==> config.mk <==
export PLATFORM = sky130hd
export DESIGN_NAME = adc_serial_reader
export DESIGN_NICKNAME = d
export VERILOG_FILES = /design/src/rtl/adc_rd_pkg.sv /design/src/rtl/adc_rd_clkdiv.sv /design/src/rtl/adc_rd_ratelim.sv /design/src/rtl/adc_rd_shifter.sv /design/src/rtl/adc_serial_reader.sv
export SDC_FILE = /design/constraint.sdc
export NUM_CORES = 1
export LEC_CHECK = 0
export BUFFER_PORTS_ARGS = -buffer_cell sky130_fd_sc_hd__buf_2
export CAP_MARGIN = 10
export CORE_MARGIN = 2
export CORE_UTILIZATION = 30
export DETAILED_ROUTE_END_ITERATION = 12
export HOLD_SLACK_MARGIN = 0.1
export PLACE_DENSITY_LB_ADDON = 0.12
export SETUP_SLACK_MARGIN = 0.15
export SLEW_MARGIN = 25
export SYNTH_ARGS = -nofsm -noshare
export SYNTH_HDL_FRONTEND = slang
export SYNTH_SLANG_ARGS = --single-unit
==> constraint.sdc <==
create_clock -name clk -period 3.2 [get_ports clk]
set_input_delay 0.64 -clock clk [delete_from_list [all_inputs] [get_ports clk]]
set_output_delay 0.64 -clock clk [all_outputs]
set_load 0.05 [all_outputs]
==> src/rtl/adc_rd_pkg.sv <==
package adc_rd_pkg;
    typedef enum logic [2:0] {
        ST_IDLE,
        ST_SETUP,
        ST_HIGH,
        ST_LOW,
        ST_END
    } rd_state_t;
endpackage

==> src/rtl/adc_rd_clkdiv.sv <==
module adc_rd_clkdiv #(
    parameter int HALF_DIV = 4
) (
    input  logic clk,
    input  logic rst_n,
    input  logic run_i,
    output logic tick_o
);
    localparam int CW = (HALF_DIV > 1) ? $clog2(HALF_DIV) : 1;

    logic [CW-1:0] cnt_q;

    assign tick_o = run_i && (cnt_q == CW'(HALF_DIV - 1));

    always_ff @(posedge clk) begin
        if (!rst_n || !run_i || tick_o) begin
            cnt_q <= '0;
        end else begin
            cnt_q <= cnt_q + 1'b1;
        end
    end

    generate
        if (HALF_DIV > 1) begin : g_spacing
            // half periods last HALF_DIV cycles, so ticks never come back to back
            a_r3_tick_spacing: assert property (@(posedge clk) disable iff (!rst_n)
                tick_o |=> !tick_o);
        end
    endgenerate
endmodule

==> src/rtl/adc_rd_ratelim.sv <==
module adc_rd_ratelim #(
    parameter int FRAME_CYC = 625
) (
    input  logic clk,
    input  logic rst_n,
    input  logic accept_i,
    output logic hold_o
);
    localparam int CW = (FRAME_CYC > 1) ? $clog2(FRAME_CYC) : 1;

    logic [CW-1:0] cnt_q;

    always_ff @(posedge clk) begin
        if (!rst_n) begin
            cnt_q <= '0;
        end else if (accept_i) begin
            cnt_q <= CW'(FRAME_CYC - 1);
        end else if (cnt_q != '0) begin
            cnt_q <= cnt_q - 1'b1;
        end
    end

    assign hold_o = (cnt_q != '0);

    // a start accepted by the controller never falls inside the holdoff
    a_r10_no_early_start: assert property (@(posedge clk) disable iff (!rst_n)
        accept_i |-> (cnt_q == '0));
endmodule

==> src/rtl/adc_rd_shifter.sv <==
module adc_rd_shifter #(
    parameter int DATA_W = 12
) (
    input  logic              clk,
    input  logic              rst_n,
    input  logic              clear_i,
    input  logic              shift_i,
    input  logic              bit_i,
    input  logic              commit_i,
    output logic [DATA_W-1:0] result_o
);
    localparam int NW = $clog2(DATA_W + 1);

    logic [DATA_W-1:0] sreg_q;
    logic [NW-1:0]     nshift_q;

    always_ff @(posedge clk) begin
        if (!rst_n) begin
            sreg_q   <= '0;
            result_o <= '0;
        end else begin
            if (shift_i) begin
                sreg_q <= {sreg_q[DATA_W-2:0], bit_i};
            end
            if (commit_i) begin
                result_o <= sreg_q;
            end
        end
    end

    // shift count since the frame began, used only by the check below
    always_ff @(posedge clk) begin
        if (!rst_n || clear_i) begin
            nshift_q <= '0;
        end else if (shift_i) begin
            nshift_q <= nshift_q + 1'b1;
        end
    end

    // exactly DATA_W bits have been taken in when a word is published
    a_r5_full_word: assert property (@(posedge clk) disable iff (!rst_n)
        commit_i |-> (nshift_q == NW'(DATA_W)));
endmodule

==> src/rtl/adc_serial_reader.sv <==
module adc_serial_reader #(
    parameter int DATA_W     = 12,
    parameter int SAMPLE_CYC = 2,
    parameter int HALF_DIV   = 4,
    parameter int FRAME_CYC  = 625
) (
    input  logic              clk,
    input  logic              rst_n,
    input  logic              start_i,
    input  logic              sdata_i,
    output logic              cs_n_o,
    output logic              sclk_o,
    output logic [DATA_W-1:0] result_o,
    output logic              valid_o,
    output logic              busy_o
);
    import adc_rd_pkg::*;

    localparam int TOTAL = SAMPLE_CYC + DATA_W;
    localparam int EW    = $clog2(TOTAL + 1);

    rd_state_t     state_q, state_d;
    logic [EW-1:0] edge_q;
    logic          tick, hold, accept, rise, shift_en, commit;

    assign accept   = (state_q == ST_IDLE) && start_i && !hold;
    assign rise     = tick && ((state_q == ST_SETUP) || (state_q == ST_LOW));
    assign shift_en = rise && (edge_q >= EW'(SAMPLE_CYC));
    assign commit   = tick && (state_q == ST_END);
    assign busy_o   = (state_q != ST_IDLE) || hold;

    adc_rd_clkdiv #(.HALF_DIV(HALF_DIV)) u_div (
        .clk    (clk),
        .rst_n  (rst_n),
        .run_i  (state_q != ST_IDLE),
        .tick_o (tick)
    );

    adc_rd_ratelim #(.FRAME_CYC(FRAME_CYC)) u_rate (
        .clk      (clk),
        .rst_n    (rst_n),
        .accept_i (accept),
        .hold_o   (hold)
    );

    adc_rd_shifter #(.DATA_W(DATA_W)) u_shift (
        .clk      (clk),
        .rst_n    (rst_n),
        .clear_i  (accept),
        .shift_i  (shift_en),
        .bit_i    (sdata_i),
        .commit_i (commit),
        .result_o (result_o)
    );

    always_comb begin
        state_d = state_q;
        unique case (state_q)
            ST_IDLE:  if (accept) state_d = ST_SETUP;
            ST_SETUP: if (tick)   state_d = ST_HIGH;
            ST_HIGH:  if (tick)   state_d = (edge_q == EW'(TOTAL)) ? ST_END : ST_LOW;
            ST_LOW:   if (tick)   state_d = ST_HIGH;
            ST_END:   if (tick)   state_d = ST_IDLE;
            default:              state_d = ST_IDLE;
        endcase
    end

    // state register and rising-edge count
    always_ff @(posedge clk) begin
        if (!rst_n) begin
            state_q <= ST_IDLE;
            edge_q  <= '0;
        end else begin
            state_q <= state_d;
            if (accept) begin
                edge_q <= '0;
            end else if (rise) begin
                edge_q <= edge_q + 1'b1;
            end
        end
    end

    // registered pin outputs, decoded from the next state
    always_ff @(posedge clk) begin
        if (!rst_n) begin
            cs_n_o  <= 1'b1;
            sclk_o  <= 1'b0;
            valid_o <= 1'b0;
        end else begin
            cs_n_o  <= (state_d == ST_IDLE);
            sclk_o  <= (state_d == ST_HIGH);
            valid_o <= commit;
        end
    end

    // chip select always falls with the data clock low
    a_r2_cs_fall_clk_low: assert property (@(posedge clk) disable iff (!rst_n)
        $fell(cs_n_o) |-> !sclk_o);
    // the data clock only runs inside a frame
    a_r3_clk_in_frame: assert property (@(posedge clk) disable iff (!rst_n)
        sclk_o |-> !cs_n_o);
    // the strobe comes with the chip select release
    a_r8_valid_at_release: assert property (@(posedge clk) disable iff (!rst_n)
        valid_o |-> $rose(cs_n_o));
    // the strobe lasts one cycle
    a_r8_valid_single: assert property (@(posedge clk) disable iff (!rst_n)
        valid_o |=> !valid_o);
    // busy is reported for the whole frame
    a_r9_busy_in_frame: assert property (@(posedge clk) disable iff (!rst_n)
        !cs_n_o |-> busy_o);
endmodule

==> flow_summary.ini <==
[sta]
finalHoldViolCount = 0
final_max_slew_viol_count = 0
finalSetupViolCount = 0
setup-tns-final_ps = 0
relSlewSlack_pct = 61.76
tightest_slew_ps = 573.5
min_period_over_period_pct = 81.78
period_minus_slack_ps = 2617
fmax_mhz = 382.1
setup_ws_ps = 583.1
rsz0062_at_grt = false
fin_skew_ps = 3.564

[clocking]
clk_pin_slew_worst_paths_ps = 80
cts_setup_buffers = 0
insertion_delay_ps = 290
cts.hold.buffers_added = 0
cts_tree = built
cts_buffers = 5
cts.sinks = 46
cts_buffer_depth = 2
htree_num_levels = 2
cts_resized = 0
cts_root_buf = clkbuf_8

[worst_setup_path]
ff2ff_path_depth = 5
worstPathMaxFanout = 7
critPathLaunchType = flop
cp.arrival_ps = 1980
max_stage_delay_ps = 430
critPathRequiredTime_ps = 2560
ff2ff_setup_slack_ps = 1260
cp_slowest_cell = nor2b_1
critPathCaptureType = primary output
worstReg2RegStart = u_div.cnt_q[0]
path_cells = inv_1 -> ha_1 -> nor2b_1 -> and2_1 -> nand3_1 -> buf_2
timing.rr.end = u_shift.sreg_q[5]
path_class = flop to primary output

[die]
core.rowCount = 29
dieArea_um2 = 7316
die_h_um = 85.54
start_util_pct = 31.23
io_pins = 20
core_area_um2 = 6386
die_x_um = 85.54

[worst_hold_path]
hp-class = flop to flop
holdCritStartpoint = u_shift.result_o[6]
min_path_cells = 2
hold_end = u_shift.result_o[6]

[synthesis]
synth-seq-area-share_pct = 46.17
synthTopCellsByArea = dfxtp_1 46%, mux2i_1 6.5%, nand2_1 5.8%
synth_seq_cells = 46
synth_top_family_by_area = simple AND/OR/NAND/NOR gates
synthTopCellsByCount = 46 x dfxtp_1, 31 x nand2_1, 14 x nor2b_1, 13 x mux2i_1
syn_inst = 209
muxShareOfSynthArea_pct = 6.524
yosysWarnings = 0
synth_top_area_share_pct = 46.17
yosysMostFrequentCell = dfxtp_1
synth_edf_count = 0
yosys.area.top_type = dfxtp_1
ys_async_sr_fraction_pct = 0
synth_xor_xnor_area_share_pct = 2.196
yosysUniqueCellTypes = 49
synth_compound_area_share_pct = 14.24
postSynthAreaPerCell_um2 = 9.543
synth-simple-area-share_pct = 24.78
synth_top_flop_cell = dfxtp_1
syn_nets = 218
yosys.area_share.adder_pct = 3.137
synth_area_um2 = 1994

[flow_run]
maxCapViolations = 0

[power_and_ir_drop]
total_power_w = 0.001780
power.density_nw_per_um2 = 789.4
p_leak_nw = 0.8271
peakVddDrop_mv = 0.3718

[outcome]
outcome = complete, no violations

[cells_and_area]
drive_gt1_share_pct = 15.11
antenna_cells = 0
finalNetCount = 234
design_area_um2 = 2255
syn_to_final_growth_pct = 13.05
final_util_pct = 35.31

[drt]
ant_nets = 0
num_vias = 1438
dr.first_iter.drc_count = 59
route.detailed.drc = 0
first_pass_iters = 4
via_per_inst = 4.762
wl_per_cell_um = 12.48
routed_wl_um = 3768

[global_routing]
grt_pass1_vias = 1356
grt_pass1_wl_um = 6658
grt.total_usage_pct = 11.60
grt_max_degree = 39
antenna_found_initial = 0
globalRouteOverflowTotal = 0

[place]
dp_hpwl_um = 2496
placed_cell_area_um2 = 2142
dpl_worst_slack_ps = 895.9
gp_congestion = 0.7656
io_buffers = 19
-- metrics by stage --
| stage | cells | hold WS, ps |
|---|---|---|
| floorplan | 209 | 408.1 |
| global placement | 295 | 424.6 |
| detailed placement | 295 | 448.9 |
| CTS | 302 | 460.8 |
| global route | 302 | 485.5 |
| finish | 302 | 460.6 |
-- cells in the final DEF (no fill, tap or decap), drive strengths merged, types with 2 or more instances in the layout --
| cell type | count |
|---|---|
| a2111oi | 2 |
| a211oi | 3 |
| a21boi | 13 |
| a21oi | 4 |
| and2 | 3 |
| and3 | 2 |
| buf | 19 |
| clkbuf | 6 |
| dfxtp | 46 |
| ha | 5 |
| inv | 4 |
| mux2i | 13 |
| nand2 | 31 |
| nand2b | 3 |
| nand3 | 7 |
| nand4 | 2 |
| nor2 | 12 |
| nor2b | 14 |
| nor3 | 5 |
| nor4 | 2 |
| nor4b | 2 |
| o31a | 2 |
| or3 | 2 |
| xnor2 | 3 |
| xor2 | 2 |
-- power by group --
part	total [W]	leakage, nW	internal, W	switching, W
Sequential	0.000749	0.373	0.000643	0.000105
Clock	0.000440	0.0573	0.000250	0.000190
Combinational	0.000592	0.397	0.000251	0.000341
Total	0.00178	0.827	0.00114	0.000636
-- worst max-delay path by stage --
| stage | startpoint | endpoint | cells after the start |
|---|---|---|---|
| final | u_rate.cnt_q[0] | busy_o | 6 |
| after global routing | u_rate.cnt_q[0] | busy_o | 6 |
| after CTS | u_rate.cnt_q[0] | busy_o | 6 |
| after detailed placement | u_rate.cnt_q[0] | busy_o | 6 |
| after global placement | u_rate.cnt_q[0] | busy_o | 6 |
| after floorplan | u_rate.cnt_q[0] | busy_o | 6 |
-- metal layers --
| metal | wire [µm] | vias up | global-route usage (%) |
|---|---|---|---|
| li1 | - | 766 | - |
| met1 | 1965 | 642 | 16.08 |
| met2 | 1560 | 20 | 16.12 |
| met3 | 139 | 10 | 3.946 |
| met4 | 103 | 0 | 5.483 |
| met5 | 0 | - | 0 |
-- sequential cells by signal, summed over array words and instances, names as in the netlist --
| name | flops |
|---|---|
| state_q | 3 |
| cs_n_o | 1 |
| valid_o | 1 |
| u_rate.cnt_q | 10 |
| edge_q | 4 |
| u_shift.sreg_q | 12 |
| sclk_o | 1 |
| u_div.cnt_q | 2 |
| u_shift.result_o | 12 |
-- final cells by class --
cell class | instances | area (µm²)
Tap cell | 77 | 96.34
Clock inverter | 1 | 30.03
Clock buffer | 6 | 82.58
Sequential cell | 46 | 920.9
Multi-Input combinational cell | 149 | 1015
Fill cell | 672 | 4131
Inverter | 4 | 15.01
Timing Repair Buffer | 19 | 95.09
-- kinds of logic after synthesis --
group / count (synthesis)
AO/OA/AOI/OAI: 35
XOR/XNOR: 5
adder cells (fa/ha/maj): 5
buffers and inverters: 14
flip-flops: 46
multiplexers: 13
AND/OR/NAND/NOR: 91
-- critical path, delay by kind of cell, from the launching register on --
kind                       cells  cell delay, ps
adders and majority gates      1             180
and+or+nand+nor                3             780
DFF                            1             370
buffers and inverters          2             350
Note: power is estimated with default switching activity, not from simulation.
